<file path="config.mk">
export PLATFORM = sky130hd
export DESIGN_NAME = rtc_top
export DESIGN_NICKNAME = d
export VERILOG_FILES = /design/src/rtl/rtc_pkg.sv /design/src/rtl/rtc_div.sv /design/src/rtl/rtc_time.sv /design/src/rtl/rtc_irq.sv /design/src/rtl/rtc_top.sv
export SDC_FILE = /design/constraint.sdc
export NUM_CORES = 1
export LEC_CHECK = 0
export ABC_CLOCK_PERIOD_IN_PS = 8700
export BUFFER_PORTS_ARGS = -buffer_cell sky130_fd_sc_hd__buf_4
export CAP_MARGIN = 30
export CELL_PAD_IN_SITES_DETAIL_PLACEMENT = 1
export CELL_PAD_IN_SITES_GLOBAL_PLACEMENT = 2
export CORE_ASPECT_RATIO = 0.5
export CORE_MARGIN = 4
export CORE_UTILIZATION = 30
export DETAILED_ROUTE_END_ITERATION = 8
export PLACE_DENSITY_LB_ADDON = 0.1
export SYNTH_ARGS = -nofsm -noshare
export SYNTH_HDL_FRONTEND = slang
export SYNTH_HIERARCHICAL = 1
export SYNTH_SLANG_ARGS = --single-unit
export TNS_END_PERCENT = 5
</file>
<file path="constraint.sdc">
create_clock -name clk -period 8.7 [get_ports clk]
set_input_delay 1.305 -clock clk [delete_from_list [all_inputs] [get_ports clk]]
set_output_delay 1.305 -clock clk [all_outputs]
set_load 0.01 [all_outputs]
</file>
<file path="src/rtl/rtc_pkg.sv">
package rtc_pkg;

    localparam int SEC_W = 6;
    localparam int MIN_W = 6;
    localparam int HR_W  = 5;
    localparam int EV_N  = 5;

    localparam logic [7:0] SEC_MAX = 8'd59;
    localparam logic [7:0] MIN_MAX = 8'd59;
    localparam logic [7:0] HR_MAX  = 8'd23;

    typedef struct packed {
        logic [HR_W-1:0]  hr;
        logic [MIN_W-1:0] mn;
        logic [SEC_W-1:0] sc;
    } clock_t;

    // bit0 = half second ... bit4 = day
    typedef struct packed {
        logic day;
        logic hour;
        logic minute;
        logic second;
        logic half;
    } events_t;

    typedef enum logic [2:0] {
        RA_SEC  = 3'd0,
        RA_MIN  = 3'd1,
        RA_HR   = 3'd2,
        RA_RATE = 3'd3,
        RA_TRIM = 3'd4,
        RA_FLAG = 3'd5,
        RA_MASK = 3'd6,
        RA_NONE = 3'd7
    } reg_addr_e;

    function automatic logic [7:0] fit_field(input logic [7:0] val, input logic [7:0] top);
        return (val > top) ? 8'd0 : val;
    endfunction

endpackage

</file>
<file path="src/rtl/rtc_div.sv">
module rtc_div #(
    parameter int CNT_W = 16,
    parameter int CAL_W = 8,
    parameter int WIN_W = 8
) (
    input  logic                    clk,
    input  logic                    rst,
    input  logic                    tick,
    input  logic                    restart,
    input  logic [CNT_W-1:0]        rate,
    input  logic signed [CAL_W-1:0] trim,
    input  logic [WIN_W-1:0]        window,
    output logic                    half_ev,
    output logic                    sec_ev,
    output logic [CNT_W:0]          sub_cnt
);

    localparam int LEN_W = CNT_W + 2;

    logic [WIN_W-1:0]        wcnt;
    logic                    apply;
    logic signed [LEN_W-1:0] len_raw;
    logic [CNT_W:0]          len;
    logic [CNT_W:0]          mid;
    logic [CNT_W:0]          sub_inc;

    always_comb begin
        apply   = (window != '0) && (wcnt >= (window - 1'b1));
        len_raw = $signed({2'b00, rate});
        if (apply) begin
            len_raw = len_raw + LEN_W'(trim);
        end
        if (len_raw < $signed(LEN_W'(2))) begin
            len = (CNT_W + 1)'(2);
        end else begin
            len = len_raw[CNT_W:0];
        end
        mid     = len >> 1;
        sub_inc = sub_cnt + 1'b1;
        sec_ev  = tick && !restart && (sub_inc >= len);
        half_ev = tick && !restart && (sec_ev || (sub_inc == mid));
    end

    always_ff @(posedge clk) begin
        if (rst) begin
            sub_cnt <= '0;
            wcnt    <= '0;
        end else begin
            if (restart) begin
                sub_cnt <= '0;
            end else if (tick) begin
                sub_cnt <= sec_ev ? '0 : sub_inc;
            end
            if (sec_ev) begin
                wcnt <= ((window == '0) || apply) ? '0 : wcnt + 1'b1;
            end
        end
    end

endmodule

</file>
<file path="src/rtl/rtc_time.sv">
module rtc_time
    import rtc_pkg::*;
(
    input  logic       clk,
    input  logic       rst,
    input  logic       sec_ev,
    input  logic [2:0] load,
    input  logic [7:0] wval,
    output clock_t     now,
    output logic       min_ev,
    output logic       hr_ev,
    output logic       day_ev
);

    logic [7:0] sc_in;
    logic [7:0] mn_in;
    logic [7:0] hr_in;

    always_comb begin
        min_ev = sec_ev && (8'(now.sc) == SEC_MAX);
        hr_ev  = min_ev && (8'(now.mn) == MIN_MAX);
        day_ev = hr_ev  && (8'(now.hr) == HR_MAX);
        sc_in  = fit_field(wval, SEC_MAX);
        mn_in  = fit_field(wval, MIN_MAX);
        hr_in  = fit_field(wval, HR_MAX);
    end

    always_ff @(posedge clk) begin
        if (rst) begin
            now <= '0;
        end else begin
            if (load[0]) begin
                now.sc <= sc_in[SEC_W-1:0];
            end else if (sec_ev) begin
                now.sc <= min_ev ? '0 : now.sc + 1'b1;
            end
            if (load[1]) begin
                now.mn <= mn_in[MIN_W-1:0];
            end else if (min_ev) begin
                now.mn <= hr_ev ? '0 : now.mn + 1'b1;
            end
            if (load[2]) begin
                now.hr <= hr_in[HR_W-1:0];
            end else if (hr_ev) begin
                now.hr <= day_ev ? '0 : now.hr + 1'b1;
            end
        end
    end

endmodule

</file>
<file path="src/rtl/rtc_irq.sv">
module rtc_irq #(
    parameter int N = 5
) (
    input  logic         clk,
    input  logic         rst,
    input  logic [N-1:0] set,
    input  logic [N-1:0] clr,
    input  logic [N-1:0] mask,
    output logic [N-1:0] flags,
    output logic         irq
);

    always_ff @(posedge clk) begin
        if (rst) begin
            flags <= '0;
        end else begin
            flags <= (flags & ~clr) | set;
        end
    end

    assign irq = |(flags & mask);

endmodule

</file>
<file path="src/rtl/rtc_top.sv">
module rtc_top
    import rtc_pkg::*;
#(
    parameter int CNT_W   = 16,
    parameter int CAL_W   = 8,
    parameter int WIN_W   = 8,
    parameter int DATA_W  = 16,
    parameter int DEF_TPS = 32768
) (
    input  logic              clk,
    input  logic              rst,
    input  logic              osc_tick,
    input  logic              bus_sel,
    input  logic              bus_wr,
    input  logic [2:0]        bus_addr,
    input  logic [DATA_W-1:0] bus_wdata,
    output logic [DATA_W-1:0] bus_rdata,
    output logic              irq
);

    reg_addr_e               ra;
    logic                    wr;
    logic [2:0]              load;
    logic                    restart;
    logic [CNT_W-1:0]        rate;
    logic signed [CAL_W-1:0] trim;
    logic [WIN_W-1:0]        window;
    logic [EV_N-1:0]         mask;
    logic [EV_N-1:0]         flags;
    logic [EV_N-1:0]         clr;
    logic [CNT_W:0]          sub_cnt;
    clock_t                  now;
    events_t                 ev;

    assign ra = reg_addr_e'(bus_addr);
    assign wr = bus_sel && bus_wr;

    always_comb begin
        load    = '0;
        clr     = '0;
        if (wr) begin
            case (ra)
                RA_SEC:  load[0] = 1'b1;
                RA_MIN:  load[1] = 1'b1;
                RA_HR:   load[2] = 1'b1;
                RA_FLAG: clr     = bus_wdata[EV_N-1:0];
                default: ;
            endcase
        end
        restart = |load;
    end

    always_ff @(posedge clk) begin
        if (rst) begin
            rate   <= CNT_W'(DEF_TPS);
            trim   <= '0;
            window <= '0;
            mask   <= '0;
        end else if (wr) begin
            case (ra)
                RA_RATE: rate <= bus_wdata[CNT_W-1:0];
                RA_TRIM: begin
                    trim   <= bus_wdata[CAL_W-1:0];
                    window <= bus_wdata[CAL_W +: WIN_W];
                end
                RA_MASK: mask <= bus_wdata[EV_N-1:0];
                default: ;
            endcase
        end
    end

    rtc_div #(
        .CNT_W(CNT_W),
        .CAL_W(CAL_W),
        .WIN_W(WIN_W)
    ) div_i (
        .clk     (clk),
        .rst     (rst),
        .tick    (osc_tick),
        .restart (restart),
        .rate    (rate),
        .trim    (trim),
        .window  (window),
        .half_ev (ev.half),
        .sec_ev  (ev.second),
        .sub_cnt (sub_cnt)
    );

    rtc_time time_i (
        .clk    (clk),
        .rst    (rst),
        .sec_ev (ev.second),
        .load   (load),
        .wval   (bus_wdata[7:0]),
        .now    (now),
        .min_ev (ev.minute),
        .hr_ev  (ev.hour),
        .day_ev (ev.day)
    );

    rtc_irq #(
        .N(EV_N)
    ) irq_i (
        .clk   (clk),
        .rst   (rst),
        .set   (ev),
        .clr   (clr),
        .mask  (mask),
        .flags (flags),
        .irq   (irq)
    );

    always_comb begin
        case (ra)
            RA_SEC:  bus_rdata = DATA_W'(now.sc);
            RA_MIN:  bus_rdata = DATA_W'(now.mn);
            RA_HR:   bus_rdata = DATA_W'(now.hr);
            RA_RATE: bus_rdata = DATA_W'(rate);
            RA_TRIM: bus_rdata = DATA_W'({window, trim});
            RA_FLAG: bus_rdata = DATA_W'(flags);
            RA_MASK: bus_rdata = DATA_W'(mask);
            default: bus_rdata = '0;
        endcase
    end

endmodule

</file>
==> flow_summary.ini <==
[final_layout]
drive_gt1_share_pct = 10.7
final_nets = 1001
n_antenna_cell = 0
instances_no_fill = 1246
layout-area-overhead-vs-synth_pct = 10.5

[clocking]
cts_setup_buffers = 0
cts_tree = built
cts_htree_levels = 3
clk_path_buf_depth = 2
cts-buffers-inserted = 9
clk_latency_ns = 0.37
clkSinkCount = 84
hold_buffers = 0
root_buffer = clkbuf_16
cts_resized = 0
path_clk_slew_ns = 0.07

[power_and_ir_drop]
vdd_ir_drop_max_v = 0.0000731
p_clk_share_pct = 42.6
power.net_switching_mw = 0.245
internal-power_mw = 0.622
p_per_area_nw_per_um2 = 107
pwr-share-seq_pct = 45.7
leakage_nw = 3.18
combPwrFrac_pct = 11.6
switching_share_pct = 28.2

[synth]
synth_seq_area_share_pct = 22.9
async_reset_ff_share_pct = 0
synth_edf_count = 0
yosys.area_share.adder_pct = 8.62
synth-seq-cells = 84
avgSynthCellArea_um2 = 8.02
synth_compound_area_share_pct = 23.6
synth_cell_type_count = 94
syn-instance-count = 916
synthesis.area_um2 = 7350
muxShareOfSynthArea_pct = 6.64
synth_top_family_by_area = simple AND/OR/NAND/NOR gates
synthXorXnorAreaFrac_pct = 5.31
synth-main-ff-cell = dfxtp_1
syn-num-nets = 990
synth-simple-area-share_pct = 27.8
synth_warnings = 6

[grt]
grt-ovfl-total = 0
use_met2_pct = 31.3
grt-busiest-layer = met2
grt_util_met3_pct = 3.47
grt_start_max_net_pins = 79
grt.total_usage_pct = 19.4
grt_pass1_vias = 6957
antenna_found_initial = 0
grt_use_met1_pct = 27.2
grt_pass1_wl_um = 41400

[worst_hold_path]
whs_path_depth = 2
hold_path_startpoint = div_i/sub_cnt[16]$_SDFFE_PP0P_
hp-class = reg -> reg
min_to = div_i/sub_cnt[16]$_SDFFE_PP0P_

[critical_path]
cp.required_ns = 8.92
path_class = reg -> reg
crit_slowest_cell = nor2_2
cp_max_fo = 22
cpPeakStageDelay_ns = 0.75
path_common_cell = o21a_1
reg2reg_slack_ns = 1.21
timing.rr.end = time_i/now[12]$_SDFFE_PP0P_
reg2reg_depth = 30
arrival_ns = 7.71
crit_path_end_kind = flip-flop
regToRegStartpoint = window[2]$_SDFFE_PP0P_
start_kind = flip-flop

[floorplanning]
core_um2 = 24000
dieWidth_um = 229
initial_utilization_pct = 30.6
rows = 40
die_h_um = 119
io_pins = 41
die_area_um2 = 27200

[sta]
timing.final.crit_share_pct = 86.1
max_freq_mhz = 133
fin_tns_setup_ns = 0
setup_viol = 0
rsz0062_at_grt = false
timing.final.crit_period_ns = 7.49
slew_headroom_pct = 34.6
worstMarginPinSlew_ns = 0.968
skew_ns = 0.0134
final_hold_viol_count = 0
slew_viol_final = 0

[drt]
via_count = 6912
via_per_inst = 5.55
drtAntennaViolNets = 0
wl_um = 26500
drc = 0
drt-initial-drc-count = 402
wl_per_cell_um = 21.2
dr.pass1.iters = 5

[placed_design]
dp.cells = 1231
place_congestion = 0.844
post-dp-hpwl_um = 20100
portBuffers = 40

[job]
max-cap-violations = 0

[run_status]
status = complete, no violations
[power groups by stage]
stage,sequential (mW),combinational (mW),clock [mW]
after floorplan,0.402,0.0677,0
after global placement,0.405,0.100,0
after detailed placement,0.405,0.102,0
after CTS,0.396,0.102,0.390
after global routing,0.397,0.111,0.401
final,0.396,0.101,0.370
[final cells by class]
| type | instances | area [µm²] |
|---|---|---|
| clock buffers | 10 | 229 |
| clock inverters | 5 | 37.5 |
| well taps | 315 | 394 |
| multi-input cells | 754 | 5290 |
| repair buffers | 49 | 365 |
| fillers | 2900 | 15900 |
| flip-flops and latches | 84 | 1680 |
| inverters | 29 | 114 |
[worst max-delay path: cells and delay by family, from the launching register on]
| kind | cells | cell delay [ns] |
|---|---|---|
| buffers and inverters | 4 | 0.51 |
| DFF | 1 | 0.37 |
| xor gates and xnor gates | 1 | 0.12 |
| AOI/OAI and AO/OA | 10 | 1.64 |
| adders and majority gates | 2 | 0.65 |
| and+or+nand+nor | 11 | 3.36 |
| muxes | 2 | 0.67 |
[sequential cells by signal (all words and copies together) (netlist names)]
name,count
irq_i/flags,5
time_i/now,17
mask,5
trim,8
div_i/sub_cnt,17
rate,16
window,8
div_i/wcnt,8
[synthesized netlist by cell type, types with 14 or more instances]
cell type | n | area [µm²]
a21o_1 | 15 | 113
nor3_1 | 25 | 125
nand2_1 | 50 | 188
clkbuf_1 | 30 | 113
o21a_1 | 14 | 105
ha_1 | 49 | 613
o21ai_1 | 17 | 85.1
nand2b_1 | 66 | 413
nand3_1 | 38 | 190
nor2_1 | 38 | 143
nor2b_1 | 25 | 156
nand4_1 | 16 | 100
xnor2_1 | 30 | 263
dfxtp_1 | 84 | 1680
o21ai_0 | 44 | 220
inv_1 | 26 | 97.6
a31oi_1 | 15 | 93.8
a21oi_1 | 70 | 350
mux2i_1 | 38 | 380
[worst max path at each step]
stage                                 startpoint                           to  slack, ns  cells past startpoint
after floorplan           window[2]$_SDFFE_PP0P_   time_i/now[6]$_SDFFE_PP0P_       2.48                     29
after detailed placement  window[2]$_SDFFE_PP0P_  time_i/now[12]$_SDFFE_PP0P_       1.23                     30
after global placement    window[2]$_SDFFE_PP0P_  time_i/now[12]$_SDFFE_PP0P_       1.58                     30
after CTS                 window[2]$_SDFFE_PP0P_  time_i/now[12]$_SDFFE_PP0P_       1.20                     30
after global routing      window[2]$_SDFFE_PP0P_  time_i/now[12]$_SDFFE_PP0P_       0.67                     30
final                     window[2]$_SDFFE_PP0P_  time_i/now[12]$_SDFFE_PP0P_       1.21                     30
[cell usage in the layout, fill, tap and decap left out, types with 6 or more instances in the layout]
cell	instances
a21o_1	15
o21a_1	14
nand3_1	38
o211ai_1	8
nor3_1	25
mux2i_1	38
nand2b_1	66
nand3b_1	9
o21ai_0	43
buf_4	48
xnor2_1	30
o21ai_1	17
inv_1	26
and2_1	9
a211oi_1	13
and4_1	7
xor2_1	12
a22o_1	10
nor4_1	10
nor2_1	38
dfxtp_1	84
a21oi_1	70
clkbuf_16	9
nor3b_1	6
nor2b_1	25
nand4_1	16
nand2_1	50
a31oi_1	15
ha_1	49
or3_1	13
[metrics by stage]
stage,util [%],power (mW),area (µm²),setup WS (ns),hold slack [ns]
6_report,33.8,0.867,8120,1.21,0.489
3_5_place_dp,32.7,0.507,7850,1.23,0.485
5_1_grt,33.8,0.909,8120,0.668,0.519
4_1_cts,33.8,0.888,8120,1.20,0.496
3_3_place_gp,32.7,0.506,7840,1.58,0.476
2_1_floorplan,-,0.469,7350,2.48,0.452
[per-layer routing]
| metal | up-vias | share of wire, % | routed length [µm] |
|---|---|---|---|
| met5 | - | 0 | 0 |
| met4 | 0 | 0.98 | 258 |
| met3 | 14 | 2.4 | 640 |
| met2 | 79 | 45 | 11900 |
| met1 | 3410 | 52 | 13600 |
| li1 | 3409 | - | - |
[kinds of logic (layout without fill, tap and decap cells)]
kind of cell | count (synthesis) | after routing
buffers and inverters | 78 | 93
adder cells (fa/ha/maj) | 50 | 50
AO/OA/AOI/OAI | 264 | 264
multiplexers | 45 | 45
flip-flops | 84 | 84
XOR/XNOR | 43 | 43
AND/OR/NAND/NOR | 352 | 352
(Power assumes the default switching activity.)
